===== config.mk =====
export PLATFORM = sky130hd
export DESIGN_NAME = ptp_time_counter
export DESIGN_NICKNAME = d
export VERILOG_FILES = /design/src/rtl/ptp_time_counter.sv
export SDC_FILE = /design/constraint.sdc
export NUM_CORES = 1
export LEC_CHECK = 0
export BUFFER_PORTS_ARGS = -buffer_cell sky130_fd_sc_hd__buf_4
export CAP_MARGIN = 20
export CORE_MARGIN = 4
export CORE_UTILIZATION = 40
export CTS_CLUSTER_SIZE = 20
export DETAILED_ROUTE_END_ITERATION = 8
export GPL_TIMING_DRIVEN = 0
export HOLD_SLACK_MARGIN = 0.12
export SYNTH_ARGS = -nofsm -noshare
export SYNTH_HDL_FRONTEND = slang
export SYNTH_SLANG_ARGS = --single-unit

===== constraint.sdc =====
create_clock -name clk -period 6.8 [get_ports clk]
set_input_delay 1.36 -clock clk [delete_from_list [all_inputs] [get_ports clk]]
set_output_delay 1.36 -clock clk [all_outputs]
set_load 0.01 [all_outputs]

===== src/rtl/ptp_time_counter.sv =====
module ptp_time_counter #(
  parameter int NS_PER_CLK = 8,
  parameter int ADDR_W     = 3
) (
  input  logic              clk,
  input  logic              rst_n,
  input  logic              wr_en,
  input  logic              rd_en,
  input  logic [ADDR_W-1:0] addr,
  input  logic [31:0]       wdata,
  output logic [31:0]       rdata
);
  localparam int TIME_W = 64;
  localparam int PER_W  = 28;
  localparam int ACC_W  = PER_W + 6;

  localparam logic [ADDR_W-1:0] A_CTRL    = ADDR_W'(0);
  localparam logic [ADDR_W-1:0] A_LOAD_LO = ADDR_W'(1);
  localparam logic [ADDR_W-1:0] A_LOAD_HI = ADDR_W'(2);
  localparam logic [ADDR_W-1:0] A_TIME_LO = ADDR_W'(3);
  localparam logic [ADDR_W-1:0] A_TIME_HI = ADDR_W'(4);
  localparam logic [ADDR_W-1:0] A_TRIM    = ADDR_W'(5);
  localparam logic [ADDR_W-1:0] A_HOLD    = ADDR_W'(6);

  logic [TIME_W-1:0] time_q;
  logic              run_q;
  logic              hold_q;
  logic [31:0]       trim_q;
  logic [ACC_W-1:0]  acc_q;
  logic [31:0]       hi_snap_q;
  logic [31:0]       rdata_q;

  logic [PER_W-1:0]  per;
  logic [2:0]        amt;
  logic              add_dir;
  assign per     = trim_q[PER_W-1:0];
  assign amt     = trim_q[30:28];
  assign add_dir = trim_q[31];

  logic [ACC_W-1:0] interval;
  logic [ACC_W-1:0] acc_next;
  logic             counting;
  logic             due;
  assign interval = {{(ACC_W-PER_W-4){1'b0}}, per, 4'b0000} + ACC_W'(8);
  assign acc_next = acc_q + ACC_W'(NS_PER_CLK);
  assign counting = run_q && !hold_q;
  assign due      = counting && (acc_next >= interval);

  logic [TIME_W-1:0] step;
  always_comb begin
    step = TIME_W'(NS_PER_CLK);
    if (due) step = add_dir ? step + TIME_W'(amt) : step - TIME_W'(amt);
  end

  logic wr_ctrl, wr_lo, wr_hi, wr_trim, wr_hold;
  assign wr_ctrl = wr_en && (addr == A_CTRL);
  assign wr_lo   = wr_en && (addr == A_LOAD_LO);
  assign wr_hi   = wr_en && (addr == A_LOAD_HI);
  assign wr_trim = wr_en && (addr == A_TRIM);
  assign wr_hold = wr_en && (addr == A_HOLD);

  always_ff @(posedge clk) begin
    if (!rst_n) begin
      time_q    <= '0;
      run_q     <= 1'b1;
      hold_q    <= 1'b0;
      trim_q    <= '0;
      acc_q     <= '0;
      hi_snap_q <= '0;
      rdata_q   <= '0;
    end else begin
      if (wr_ctrl && wdata == 32'd2)      run_q <= 1'b0;
      else if (wr_ctrl && wdata == 32'd4) run_q <= 1'b1;

      if (run_q) time_q <= time_q + step;
      else begin
        if (wr_lo) time_q[31:0]  <= wdata;
        if (wr_hi) time_q[63:32] <= wdata;
      end

      if (wr_hold) hold_q <= wdata[0];
      if (wr_trim && hold_q) trim_q <= wdata;

      if (hold_q)     acc_q <= '0;
      else if (run_q) acc_q <= due ? '0 : acc_next;

      if (rd_en) begin
        case (addr)
          A_CTRL:    rdata_q <= {31'b0, run_q};
          A_TIME_LO: begin
            rdata_q   <= time_q[31:0];
            hi_snap_q <= time_q[63:32];
          end
          A_TIME_HI: rdata_q <= hi_snap_q;
          A_TRIM:    rdata_q <= trim_q;
          A_HOLD:    rdata_q <= {31'b0, hold_q};
          default:   rdata_q <= '0;
        endcase
      end
    end
  end

  assign rdata = rdata_q;

  a_r3_paused_hold: assert property (@(posedge clk) disable iff (!rst_n)
    (!run_q && !wr_lo && !wr_hi) |=> $stable(time_q));

  a_r5_nominal_step: assert property (@(posedge clk) disable iff (!rst_n)
    (run_q && amt == 3'd0) |=> time_q == $past(time_q) + TIME_W'(NS_PER_CLK));

  a_r7_held_idle: assert property (@(posedge clk) disable iff (!rst_n)
    hold_q |=> acc_q == '0);

  a_r8_trim_locked: assert property (@(posedge clk) disable iff (!rst_n)
    !hold_q |=> $stable(trim_q));

  a_r10_acc_below_interval: assert property (@(posedge clk) disable iff (!rst_n)
    !hold_q |-> acc_q < interval);
endmodule


==> qor.csv <==
metric;value;unit
status;completed;
synth_cell_types;51;
maxSlewViolCount;0;
p_total;2.36;mW
final_util;46.9;%
synth_seq_cells;193;
r2r_cells;19;
wire_per_inst;19.7;µm
cts_buffer_depth;2;
synth_area_per_cell;7.70;µm²
p_leak;4.30;nW
critPathMaxFanout;10;
first_pass_iters;6;
cap_violations;0;
gr-total-overflow;0;
relSlewSlack;24.8;%
post_cts_buffers;0;
fin_crit_sh;92.5;%
ant_nets;0;
ys_seq_area_share;37.3;%
path_delay_family;simple AND/OR/NAND/NOR gates;
cts_buffers;17;
worst-path-buf-inv;1;
multiInputGateArea;6030;µm²
cts_root_buffer;clkbuf_16;
r2r_setup_slack;0.51;ns
place_congestion;0.938;
fillers;2563;
slowest_stage;nor3_2;
cp.required;7.12;ns
clock_insertion_delay_worst_skew;0.46;ns
track_usage;24.3;%
power_density;199;nW/µm²
setup_viol;0;
grt_max_degree;20;
syn_nets;1419;
synth-edff-count;0;
path_common_cell;ha_1;
hold_viol;0;
finalClockSkew;0.0175;ns
path_cells;ha_1 -> nand3_1 -> nor2_1 -> nand2_1 -> xnor2_1 -> ha_1 -> nand2_1 -> o41ai_1 -> a41oi_1 -> a211o_1 -> or3_1 -> ha_1 -> inv_1 -> o21bai_2 -> nand4_1 -> nor3_2 -> nand4_1 -> xor2_1 -> a21oi_1;
final_cell_mix;nand2_1, dfxtp_1, a21oi_1, nor2_1, clkbuf_1;
nets;1506;
hp-class;reg -> reg;
core_area;25300;µm²
cts_tree;done;
drive_gt1_share;8.30;%
async_flop_share;0;%
port-buffer-count;68;
min_to;hi_snap_q[17]$_SDFFE_PN0P_;
fmaxAchievable;159;MHz
worstHoldPathCells;2;
drc_errors;0;
routed_wl;35000;µm
syn2layout_area_growth;14.7;%
grt_pass1_vias;9297;
dp_hpwl;26500;µm
end_kind;register;
clkTransAtPathRegs;0.09;ns
rsz0062_at_grt;false;
worstMarginPinSlew;1.12;ns
diodes;0;
ys.flop_type;dfxtp_1;
cp_slowest_stage_delay;0.70;ns
drt-initial-drc-count;923;
path_class;reg -> reg;
num_rows;58;
reg2reg_from;acc_q[3]$_SDFFE_PP0P_;
antenna_found_initial;1;
layout_commonest_cell;nand2_1;
worst_setup_path_start_kind;register;
fin_setup_tns;0;ns
syn_inst;1345;
regArea;3860;µm²
h-tree-depth;4;
start_util;40.9;%
die_h;169;µm
min_period;6.29;ns
grt_pass1_wl;54100;µm
holdCritStartpoint;hi_snap_q[17]$_SDFFE_PN0P_;
arrival;6.61;ns
num_vias;10100;
clock-sinks;193;
routed_via_density;5.66;
yosysWarnings;0;
worstReg2RegEnd;time_q[54]$_SDFFE_PN0P_;
netlist_area;10400;µm²
vdd_drop_max;139;µV
io_pins;71;
die_w;169;µm
dieArea;28500;µm²
## kinds of logic (layout without fill, tap and decap cells)
group,Yosys count,in the layout,share of synthesized area [%]
buffers and inverters,125,225,4.54
multiplexers,36,36,3.61
XOR/XNOR,86,86,7.27
AND/OR/NAND/NOR,531,531,22.7
AO/OA/AOI/OAI,339,339,20.3
flip-flops,193,193,37.3
adder cells (fa/ha/maj),35,35,4.30
## cell usage after synthesis, drive strengths merged, types with 2 or more instances
library cell	count	area share [%]
clkbuf	75	2.7
dfxtp	193	37
a22o	57	4.8
or2	2	0.12
xor2	41	3.5
xnor2	45	3.8
a21o	5	0.36
buf	8	0.30
o21bai	2	0.14
a211oi	10	0.72
o2111ai	2	0.17
or3	3	0.18
ha	34	4.1
nand3	37	1.8
nor4	9	0.54
mux2	11	1.2
mux2i	25	2.4
nand2	229	8.3
o211ai	2	0.14
inv	41	1.5
and4	13	1.1
nor3	15	0.82
o21ai	50	2.4
and2	8	0.48
nor2	157	5.7
a21oi	159	7.7
o22ai	7	0.42
a22oi	32	2.3
nand4	27	1.7
a311oi	3	0.25
or4	3	0.25
nor2b	7	0.42
and3	19	1.1
o41ai	2	0.17
## where the power goes
part / total, mW / internal (mW) / switching (mW)
logic: 0.171 / 0.0492 / 0.122
clock network: 1.05 / 0.528 / 0.523
registers: 1.14 / 1.13 / 0.00587
total: 2.36 / 1.71 / 0.651
## stage by stage
step	cells	worst slack, ns	cell area (µm²)	hold WS (ns)
4_1_cts	1775	0.277	11900	0.464
3_5_place_dp	1743	0.308	11300	0.452
2_1_floorplan	1345	1.81	10400	0.436
6_report	1775	0.511	11900	0.461
3_3_place_gp	1743	0.361	11300	0.447
5_1_grt	1775	0.0347	11900	0.481
## tightest hold or removal path, delay by kind of cell (launching register included)
| kind | cells | cell delay [ns] |
|---|---|---|
| DFF | 1 | 0.32 |
| AOI/OAI and AO/OA | 1 | 0.05 |
| and+or+nand+nor | 1 | 0.05 |
## state kept, by name (all words and copies together), names as in the netlist
signal     flops
time_q        64
hi_snap_q     32
rdata         32
trim_q        32
acc_q         31
hold_q         1
run_q          1
## what timing repair did
| item | in CTS | in global routing |
|---|---|---|
| endpoints found under the setup margin | 0 | 16 |
| hold buffers | 0 | 0 |
| resized for setup | 0 | 1 |
## cell type report
class | instances | area share, %
tap | 330 | 3.48
clock buffer | 18 | 3.61
multi-input combinational | 1027 | 50.8
sequential | 193 | 32.5
inverter | 42 | 1.33
buffer | 83 | 2.63
timing repair buffer | 68 | 4.30
clock inverter | 14 | 1.37
## worst max-delay path by stage
stage,from,slack [ns],endpoint,cells past startpoint
CTS,acc_q[13]$_SDFFE_PP0P_,0.28,time_q[54]$_SDFFE_PN0P_,20
floorplan,acc_q[13]$_SDFFE_PP0P_,1.81,time_q[54]$_SDFFE_PN0P_,20
global route,acc_q[5]$_SDFFE_PP0P_,0.03,time_q[54]$_SDFFE_PN0P_,21
global placement,acc_q[14]$_SDFFE_PP0P_,0.36,time_q[54]$_SDFFE_PN0P_,20
detailed placement,acc_q[13]$_SDFFE_PP0P_,0.31,time_q[54]$_SDFFE_PN0P_,20
finish,acc_q[3]$_SDFFE_PP0P_,0.51,time_q[54]$_SDFFE_PN0P_,19
## per-layer routing
layer	GRT usage, %	wire [µm]	part of all wire, %	up-vias
li1	-	-	-	4865
met1	34.3	15700	45	4700
met2	37.5	15500	44	412
met3	4.06	2770	7.9	73
met4	8.33	1050	3.0	2
met5	0	17	0.049	-
No activity file was read; power rests on OpenSTA's default activity.
